## src/rtl/fseq_pkg.sv

```systemverilog
// Shared types and command codes for the flash command sequencer.
// Assumes byte addressing with 16-bit words (address bit 0 selects a byte).
package fseq_pkg;

    typedef enum logic [1:0] {
        S_IDLE = 2'd0,
        S_PGM2 = 2'd1,
        S_ERS2 = 2'd2,
        S_BUSY = 2'd3
    } seq_state_t;

    typedef enum logic [1:0] {
        OP_NONE = 2'd0,
        OP_PROG = 2'd1,
        OP_BLK  = 2'd2,
        OP_ALL  = 2'd3
    } arr_op_t;

    typedef enum logic [2:0] {
        K_NONE,
        K_RDARR,
        K_RDSTAT,
        K_CLR,
        K_PROG,
        K_ERASE,
        K_CONF
    } cmd_kind_t;

    localparam logic [7:0] CODE_RDARR  = 8'hFF;
    localparam logic [7:0] CODE_RDSTAT = 8'h70;
    localparam logic [7:0] CODE_CLR    = 8'h50;
    localparam logic [7:0] CODE_PROG   = 8'h40;
    localparam logic [7:0] CODE_ERASE  = 8'h20;
    localparam logic [7:0] CODE_CONF   = 8'hD0;

    localparam int SB_READY = 7;
    localparam int SB_EERR  = 5;
    localparam int SB_PERR  = 4;
    localparam int SB_SERR  = 3;

endpackage

```

## src/rtl/fseq_decode.sv

```systemverilog
// Command decoder: classifies the low data byte and qualifies the address.
// Purely combinational. Assumes BLK_SHIFT >= 2 and BLK_SHIFT < ADDR_W.
module fseq_decode
    import fseq_pkg::*;
#(
    parameter int ADDR_W    = 16,
    parameter int BLK_SHIFT = 12
) (
    input  logic [7:0]        code,
    input  logic [ADDR_W-1:0] addr,
    output cmd_kind_t         kind,
    output logic              aligned,
    output logic              blk_top,
    output logic [ADDR_W-1:0] blk_base
);

    localparam int HI_W = ADDR_W - BLK_SHIFT;

    // Map the command byte onto a command kind.
    always_comb begin
        unique case (code)
            CODE_RDARR:  kind = K_RDARR;
            CODE_RDSTAT: kind = K_RDSTAT;
            CODE_CLR:    kind = K_CLR;
            CODE_PROG:   kind = K_PROG;
            CODE_ERASE:  kind = K_ERASE;
            CODE_CONF:   kind = K_CONF;
            default:     kind = K_NONE;
        endcase
    end

    // Word alignment, block-top detection and block base address.
    always_comb begin
        aligned  = ~addr[0];
        blk_top  = &addr[BLK_SHIFT-1:1];
        blk_base = {addr[ADDR_W-1:BLK_SHIFT], {BLK_SHIFT{1'b0}}};
    end

    logic [HI_W-1:0] unused_hi;
    assign unused_hi = addr[ADDR_W-1:BLK_SHIFT];

endmodule

```

## src/rtl/fseq_ctrl.sv

```systemverilog
// Sequencer state machine: gathers two-cycle sequences, launches array
// operations, tracks ready/busy, read mode and the error bits.
// Assumes bus_wr is a one-cycle strobe per write and arr_done a one-cycle pulse.
module fseq_ctrl
    import fseq_pkg::*;
#(
    parameter int ADDR_W = 16,
    parameter int DATA_W = 16
) (
    input  logic              clk,
    input  logic              rst_n,
    input  logic              flash_rst,
    input  logic              bus_wr,
    input  logic [ADDR_W-1:0] bus_addr,
    input  logic [DATA_W-1:0] bus_wdata,
    input  cmd_kind_t         kind,
    input  logic              aligned,
    input  logic              blk_top,
    input  logic [ADDR_W-1:0] blk_base,
    input  logic              arr_done,
    input  logic              arr_fail,
    output logic              ready,
    output logic              mode_stat,
    output logic              err_erase,
    output logic              err_prog,
    output logic              err_seq,
    output logic              arr_req,
    output logic [1:0]        arr_op,
    output logic [ADDR_W-1:0] arr_addr,
    output logic [DATA_W-1:0] arr_wdata
);

    seq_state_t        state;
    arr_op_t           cur_op;
    logic              launch;
    logic              seq_bad;
    arr_op_t           launch_op;
    logic [ADDR_W-1:0] launch_addr;
    logic [DATA_W-1:0] launch_data;

    // Decide whether this write completes a sequence or breaks it.
    always_comb begin
        launch      = 1'b0;
        seq_bad     = 1'b0;
        launch_op   = OP_NONE;
        launch_addr = bus_addr;
        launch_data = '0;
        if (bus_wr && !flash_rst) begin
            unique case (state)
                S_PGM2: begin
                    if (aligned) begin
                        launch      = 1'b1;
                        launch_op   = OP_PROG;
                        launch_data = bus_wdata;
                    end else begin
                        seq_bad = 1'b1;
                    end
                end
                S_ERS2: begin
                    if (kind == K_CONF && aligned && blk_top) begin
                        launch      = 1'b1;
                        launch_op   = OP_BLK;
                        launch_addr = blk_base;
                    end else if (kind == K_ERASE) begin
                        launch      = 1'b1;
                        launch_op   = OP_ALL;
                        launch_addr = '0;
                    end else begin
                        seq_bad = 1'b1;
                    end
                end
                default: ;
            endcase
        end
    end

    // Sequencer state, status bits and the request register.
    always_ff @(posedge clk) begin
        if (!rst_n) begin
            state     <= S_IDLE;
            cur_op    <= OP_NONE;
            ready     <= 1'b1;
            mode_stat <= 1'b0;
            err_erase <= 1'b0;
            err_prog  <= 1'b0;
            err_seq   <= 1'b0;
            arr_req   <= 1'b0;
            arr_addr  <= '0;
            arr_wdata <= '0;
        end else begin
            arr_req <= 1'b0;
            if (flash_rst) begin
                state     <= S_IDLE;
                ready     <= 1'b1;
                mode_stat <= 1'b0;
            end else begin
                unique case (state)
                    S_IDLE: begin
                        if (bus_wr) begin
                            unique case (kind)
                                K_RDARR:  mode_stat <= 1'b0;
                                K_RDSTAT: mode_stat <= 1'b1;
                                K_CLR: begin
                                    err_erase <= 1'b0;
                                    err_prog  <= 1'b0;
                                    err_seq   <= 1'b0;
                                end
                                K_PROG:   state <= S_PGM2;
                                K_ERASE:  state <= S_ERS2;
                                default:  ;
                            endcase
                        end
                    end
                    S_PGM2, S_ERS2: begin
                        if (seq_bad) begin
                            err_seq <= 1'b1;
                            state   <= S_IDLE;
                        end
                    end
                    S_BUSY: begin
                        if (arr_done) begin
                            ready <= 1'b1;
                            state <= S_IDLE;
                            if (arr_fail) begin
                                if (cur_op == OP_PROG) err_prog <= 1'b1;
                                else                   err_erase <= 1'b1;
                            end
                        end
                    end
                    default: state <= S_IDLE;
                endcase
                if (launch) begin
                    state     <= S_BUSY;
                    ready     <= 1'b0;
                    mode_stat <= 1'b1;
                    arr_req   <= 1'b1;
                    cur_op    <= launch_op;
                    arr_addr  <= launch_addr;
                    arr_wdata <= launch_data;
                end
            end
        end
    end

    assign arr_op = cur_op;

endmodule

```

## src/rtl/fseq_rdport.sv

```systemverilog
// Registered read port: on a read strobe, captures status or array data.
// Assumes the array answers arr_rdata combinationally for the current address.
module fseq_rdport #(
    parameter int DATA_W = 16
) (
    input  logic              clk,
    input  logic              rst_n,
    input  logic              rd,
    input  logic              show_stat,
    input  logic [7:0]        status,
    input  logic [DATA_W-1:0] arr_rdata,
    output logic [DATA_W-1:0] rdata
);

    localparam int PAD_W = DATA_W - 8;

    // Load the selected source when a read is strobed.
    always_ff @(posedge clk) begin
        if (!rst_n) begin
            rdata <= '0;
        end else if (rd) begin
            rdata <= show_stat ? {{PAD_W{1'b0}}, status} : arr_rdata;
        end
    end

endmodule

```

## src/rtl/fseq_top.sv

```systemverilog
// Flash command sequencer top: decoder, sequencer and read port.
// Assumes a single clock domain, synchronous active-low reset, DATA_W >= 8.
module fseq_top
    import fseq_pkg::*;
#(
    parameter int ADDR_W    = 16,
    parameter int DATA_W    = 16,
    parameter int BLK_SHIFT = 12
) (
    input  logic              clk,
    input  logic              rst_n,
    input  logic              flash_rst,
    input  logic              bus_wr,
    input  logic              bus_rd,
    input  logic [ADDR_W-1:0] bus_addr,
    input  logic [DATA_W-1:0] bus_wdata,
    output logic [DATA_W-1:0] bus_rdata,
    output logic              ready,
    output logic [7:0]        status,
    output logic              arr_req,
    output logic [1:0]        arr_op,
    output logic [ADDR_W-1:0] arr_addr,
    output logic [DATA_W-1:0] arr_wdata,
    output logic [ADDR_W-1:0] arr_raddr,
    input  logic [DATA_W-1:0] arr_rdata,
    input  logic              arr_done,
    input  logic              arr_fail
);

    cmd_kind_t         kind;
    logic              aligned;
    logic              blk_top;
    logic [ADDR_W-1:0] blk_base;
    logic              mode_stat;
    logic              err_erase;
    logic              err_prog;
    logic              err_seq;

    fseq_decode #(.ADDR_W(ADDR_W), .BLK_SHIFT(BLK_SHIFT)) u_dec (
        .code     (bus_wdata[7:0]),
        .addr     (bus_addr),
        .kind     (kind),
        .aligned  (aligned),
        .blk_top  (blk_top),
        .blk_base (blk_base)
    );

    fseq_ctrl #(.ADDR_W(ADDR_W), .DATA_W(DATA_W)) u_ctrl (
        .clk       (clk),
        .rst_n     (rst_n),
        .flash_rst (flash_rst),
        .bus_wr    (bus_wr),
        .bus_addr  (bus_addr),
        .bus_wdata (bus_wdata),
        .kind      (kind),
        .aligned   (aligned),
        .blk_top   (blk_top),
        .blk_base  (blk_base),
        .arr_done  (arr_done),
        .arr_fail  (arr_fail),
        .ready     (ready),
        .mode_stat (mode_stat),
        .err_erase (err_erase),
        .err_prog  (err_prog),
        .err_seq   (err_seq),
        .arr_req   (arr_req),
        .arr_op    (arr_op),
        .arr_addr  (arr_addr),
        .arr_wdata (arr_wdata)
    );

    // Assemble the status byte from the sequencer flags.
    always_comb begin
        status           = '0;
        status[SB_READY] = ready;
        status[SB_EERR]  = err_erase;
        status[SB_PERR]  = err_prog;
        status[SB_SERR]  = err_seq;
    end

    assign arr_raddr = bus_addr;

    fseq_rdport #(.DATA_W(DATA_W)) u_rd (
        .clk       (clk),
        .rst_n     (rst_n),
        .rd        (bus_rd),
        .show_stat (mode_stat | ~ready),
        .status    (status),
        .arr_rdata (arr_rdata),
        .rdata     (bus_rdata)
    );

endmodule

```

## config.mk

```make
export PLATFORM = sky130hd
export DESIGN_NAME = fseq_top
export DESIGN_NICKNAME = d
export VERILOG_FILES = /design/src/rtl/fseq_pkg.sv /design/src/rtl/fseq_decode.sv /design/src/rtl/fseq_ctrl.sv /design/src/rtl/fseq_rdport.sv /design/src/rtl/fseq_top.sv
export SDC_FILE = /design/constraint.sdc
export NUM_CORES = 1
export LEC_CHECK = 0
export ABC_AREA = 1
export CORE_ASPECT_RATIO = 0.8
export CORE_MARGIN = 2
export CORE_UTILIZATION = 37
export DETAILED_ROUTE_END_ITERATION = 12
export PLACE_DENSITY = 0.84
export SYNTH_ARGS = -nofsm -noshare
export SYNTH_HDL_FRONTEND = slang
export SYNTH_SLANG_ARGS = --single-unit
```

## constraint.sdc

```tcl
create_clock -name clk -period 1.75 [get_ports clk]
set_input_delay 0.4375 -clock clk [delete_from_list [all_inputs] [get_ports clk]]
set_output_delay 0.4375 -clock clk [all_outputs]
set_load 0.05 [all_outputs]
```

# After elaboration in Yosys (flattened, before gate mapping)
# Index checks and enable logic that the tools add are counted.
totals:
  regBits: 58
  in_bits: 55
  out_inout_bits: 76
  elab_cells: 115
op_classes:
  n_eq_ne: 27
  muxes: 50
  bitwise_logic: 5
  n_reduce_logical: 22
ops:
  columns: ["operator", "count"]
  rows:
  - ["$mux W16", 8]
  - ["$mux W1", 25]
  - ["$eq A8 B7 Y1 const B", 3]
  - ["$pmux W3 S6", 1]
  - ["$eq A8 B8 Y1 const B", 2]
  - ["$mux W2", 7]
  - ["$reduce_and A7 Y1", 2]
  - ["$pmux W1 S2", 6]
  - ["$reduce_bool A2 Y1", 6]
  - ["$reduce_and A11 Y1", 1]
  - ["$ne A2 B2 Y1 const B", 5]
  - ["$eq A3 B3 Y1 const B", 3]
  - ["$eq A8 B6 Y1 const B", 1]
  - ["$pmux W2 S2", 2]
  - ["$eq A3 B2 Y1 const B", 2]
  - ["$ne A3 B2 Y1 const B", 2]
  - ["$pmux W2 S3", 1]
  - ["$reduce_and A5 Y1", 1]
  - ["$eq A2 B1 Y1 const B", 2]
  - ["$eq A2 B2 Y1 const B", 2]
  - ["$ne A2 B1 Y1 const B", 2]
  - ["$ne A4 B2 Y1 const B", 1]
  - ["$not A1 Y1", 4]
  - ["$reduce_and A2 Y1", 2]
  - ["other kinds (10)", 13]

# Longest topological paths before layout
depth:
  ltp_word: 11
  depth_mapped: 14

# Modules after synthesis
# Synthesis repeated with hierarchy kept, for this count alone.
unflattened:
  cells_unflattened: 452
  hier_area_um2: 3206.8
modules_own_cells:
  columns: ["module", "instances", "cells_per_inst", "area_each_um2", "seq_area_each_um2"]
  rows:
  - ["fseq_ctrl", 1, 262, 1960.6, 840.8]
  - ["fseq_rdport", 1, 105, 753.2, 320.3]
  - ["fseq_decode", 1, 58, 301.5, 0.0]
  - ["fseq_top", 1, 27, 191.4, 0.0]

# Worst setup path before layout
# No wires, ideal clock.
synth_path:
  path_kind: "register to register"
  startpoint: "register u_ctrl.state[0]"
  endpoint: "register u_ctrl.arr_addr[10]"
  setup_time_ps: 70
  t_arrival_ps: 1698
  required_ps: 1680
  setup_slack_ps: -18
  stages_incl_launch_ff: 10
  cell_sequence: "dfxtp_1 -> inv_1 -> ha_1 -> inv_1 -> nor3_2 -> inv_2 -> a21oi_2 -> buf_4 -> nand2_1 -> a21oi_1"
synth_via:
  elab_chain_cells: 4
synth_rtl:
  columns: ["item", "line_no", "text"]
  rows:
  - ["start: declaration", "fseq_ctrl.sv:33", "seq_state_t state;"]
  - ["start signal: assignment", "fseq_ctrl.sv:80", "state <= S_IDLE;"]
  - ["start signal: assignment", "fseq_ctrl.sv:93", "state <= S_IDLE;"]
  - ["start signal: assignment", "fseq_ctrl.sv:108", "K_PROG: state <= S_PGM2;"]
  - ["$eq A2 B2 Y1 / $eq A2 B1 Y1 (equally long branches)", "fseq_ctrl.sv:49", "unique case (state)"]
  - ["$pmux W1 S2", "fseq_ctrl.sv:49", null]
  - ["$mux W1", "fseq_ctrl.sv:48", "if (bus_wr && !flash_rst) begin"]
  - ["$reduce_and A2 Y1 (no source line)", null, null]
  - ["end signal: assignment", "fseq_ctrl.sv:138", "arr_addr <= launch_addr;"]
  - ["end: declaration", "fseq_ctrl.sv:29", "output logic [ADDR_W-1:0] arr_addr,"]
# Several ways; a longest one is shown, not always the timed one.
# A chain may end at the register's enable or synchronous reset.

# Final worst setup path
layout_path:
  startpoint: "input port bus_addr[7]"
  endpoint: "register u_ctrl.state[1]"
layout_via:
  elab_chain_cells: 7
layout_rtl:
  columns: ["item", "line_no", "text"]
  rows:
  - ["start: declaration", "fseq_top.sv:15", "input logic [ADDR_W-1:0] bus_addr,"]
  - ["$reduce_and A11 Y1 *", "fseq_decode.sv:35", "blk_top = &addr[BLK_SHIFT-1:1];"]
  - ["$logic_and A1 B1 Y1 *", "fseq_ctrl.sv:60", "if (kind == K_CONF && aligned && blk_top) begin"]
  - ["$mux W1", "fseq_ctrl.sv:60", null]
  - ["$pmux W1 S2", "fseq_ctrl.sv:49", null]
  - ["$mux W1", "fseq_ctrl.sv:48", null]
  - ["$ne A4 B2 Y1 (no source line) (tied with other cells)", null, null]
  - ["$reduce_and A4 Y1 (no source line)", null, null]
# Every way passes the cells marked *; elsewhere a longest branch is shown, timed or not.

==> impl_metrics.csv <==
group,metric,value,unit
cts,numCtsBuffers,9,
placement,gp_congestion,0.890,
layout,nFillCells,596,
layout,fin_util,63.3,%
power_and_ir_drop,combPwrFrac,20.2,%
cts,insertion_delay,0.33,ns
grt,grt_pass1_wl,13200,um
sta,setup-tns-final,0,ns
layout,finalNetCount,596,
sta,finalSetupViolations,0,
critical_path,cp-end-kind,"flip-flop",
detailed_routing,drc,0,
detailed_routing,drt_iter0_drc,231,
floorplanning,io-pin-count,131,
layout,synthToLayoutAreaGrowth,67.9,%
layout,final_common_cell,"nand2_1",
sta,final-max-slew-violation-count,0,
placement,portBuffers,126,
placement,post-dp-hpwl,6250,um
critical_path,path_max_fanout,6,
synth,synthCells,383,
detailed_routing,vias,3157,
power_and_ir_drop,p_int,2160,uW
grt,grt_overflow,0,
floorplanning,dieHeight,81.1,um
floorplanning,rows,28,
cts,htree_levels,3,
sta,rsz0062_at_grt,"true",
critical_path,startpoint_type,"input port",
synth,ys_types,27,
floorplanning,start_util,37.7,%
sta,period_share,99.5,%
synth,syn-cell-area,2750,um^2
layout,mostFrequentLayoutCells,"nand2_1, buf_4, dfxtp_1",
layout,antenna_cells,0,
power_and_ir_drop,clkPwrFrac,35.0,%
synth,avgSynthCellArea,7.18,um^2
grt,grtUsageTotal,20.4,%
power_and_ir_drop,p_sw_share,28.8,%
sta,fin_ws,0.00867,ns
layout,multiInputGateArea,1330,um^2
cts,cts_buffer_depth,2,
floorplanning,dieArea,8140,um^2
cts,cts_root_buf,"clkbuf_8",
sta,period_needed,1.74,ns
detailed_routing,drt-total-wl,9150,um
grt,grt_pass1_vias,2790,
detailed_routing,antenna_left,0,
critical_path,crit_arrival,2.01,ns
sta,hold_viol,0,
critical_path,path_class,"in2reg",
synth,yosys_warnings,0,
synth,synth-seq-cells,58,
placement,place_ws,-0.575,ns
cts,clkTransAtPathRegs,0.07,ns
synth,ys_seq_area_share,42.2,%
floorplanning,core-area,7290,um^2
critical_path,critPathRequiredTime,2.02,ns
power_and_ir_drop,power.density,657,nW/um^2
grt,antenna_found_initial,0,
floorplanning,die_x,100,um
sta,fmax,574,MHz
cts,cts_tree,"done",
power_and_ir_drop,peakVddDrop,0.497,mV
status,outcome,"completed",
layout,register_area,1160,um^2
run,max_cap_viol_count,0,
power_and_ir_drop,power.share.sequential,44.8,%
detailed_routing,wl_per_cell,14.5,um
cts,cts.sinks,58,
power_and_ir_drop,p_leak,0.00209,uW
hold_path,hold_class,"in2reg",
grt,grt_max_degree,33,
detailed_routing,drt_first_pass_iters,4,
sta,finClkSkew,0.00673,ns
layout,final_layout_size_suffix_gt1_share,33.8,%
detailed_routing,routed_via_density,5.00,
power_and_ir_drop,p_sw,875,uW
## metrics by stage
stage | power, uW | std cells | hold WS (ns) | cell area (um^2)
final | 3030 | 631 | 0.395 | 4620
after global routing | 3170 | 631 | 0.410 | 4620
after CTS | 3050 | 624 | 0.448 | 4510
after detailed placement | 2000 | 604 | 0.438 | 4240
after global placement | 1990 | 604 | 0.424 | 4240
after floorplan | 1690 | 386 | 0.444 | 2770
## routing by layer
metal / routed length [um] / part of all wire [%] / GRT usage (%) / up-vias
met5: 0 / 0 / 0 / -
met4: 187 / 2.0 / 7.40 / 0
met3: 644 / 7.0 / 5.42 / 18
met2: 4640 / 51 / 35.3 / 126
met1: 3680 / 40 / 24.5 / 1475
li1: - / - / - / 1538
## worst paths after layout
path	end	startpoint	depth (start not counted)	slack, ns
setup / recovery	u_ctrl.state[1]	bus_addr[7]	12	0.009
hold / removal	u_ctrl.arr_wdata[1]	bus_wdata[1]	3	0.39
setup reg to reg	u_ctrl.state[1]	u_ctrl.state[0]	8	0.009
hold reg to reg	u_ctrl.arr_addr[0]	u_ctrl.arr_addr[0]	2	0.44
## layout make-up
class                   instances  area share, %
multi-input cells             262           28.9
clock inverters                 5          0.651
clock buffers                  11           3.06
inverters                      28           2.39
flip-flops and latches         58           25.2
repair buffers                177           37.4
well taps                      90           2.44
## cells in the mapped netlist (all sizes together)
cell type | instances | share of area [%]
nand3 | 17 | 3.3
o21ai | 23 | 4.3
nor2 | 27 | 3.9
o22ai | 1 | 0.23
o21a | 1 | 0.27
conb | 1 | 0.14
nand3b | 2 | 0.55
nor3 | 2 | 0.55
ha | 5 | 2.3
o211ai | 5 | 1.4
nand2 | 108 | 15
nand4 | 9 | 2.0
buf | 30 | 8.3
inv | 28 | 3.8
dfxtp | 58 | 42
a21oi | 56 | 10
clkbuf | 9 | 1.2
a211oi | 1 | 0.46
## state kept, by name (all words and copies together) (netlist names), 2 cells and up
name and count:
u_ctrl.arr_op 2, u_ctrl.state 2, u_ctrl.arr_wdata 16, u_rd.rdata 16, u_ctrl.arr_addr 16
## kinds of logic (layout without fill, tap and decap cells)
| kind of cell | count (synthesis) | after routing | share of synthesized area [%] |
|---|---|---|---|
| simple gates | 165 | 165 | 25.0 |
| compound gates | 87 | 88 | 17.0 |
| buf+inv | 67 | 221 | 13.3 |
| flops | 58 | 58 | 42.2 |
| fa+ha+maj | 5 | 5 | 2.28 |
| other cells | 1 | 4 | 0.136 |
## timing repair
item | in CTS | in global routing
setup endpoints to repair | 42 | 39
setup buffers | 3 | 4
hold buffers | 0 | 0
resized for setup | 37 | 50
cloned | 1 | 3
pin swaps | 7 | 11
## critical path, stage by stage
cell,delay (ns)
dlygate4sd2_1,0.22
nand2_1,0.05
nor2_1,0.10
nand3b_1,0.16
o21ai_2,0.18
nand2_1,0.10
nand2_2,0.10
nand3_4,0.19
buf_8,0.20
nand4_1,0.08
nand2_1,0.07
nor2_1,0.11
## power groups by stage
stage	clock [uW]	combinational (uW)	sequential, uW
floorplan	0	210	1480
global placement	0	600	1390
detailed placement	0	607	1390
CTS	1090	601	1360
global route	1160	642	1360
finish	1060	613	1360
No activity file was read; power rests on OpenSTA's default activity.
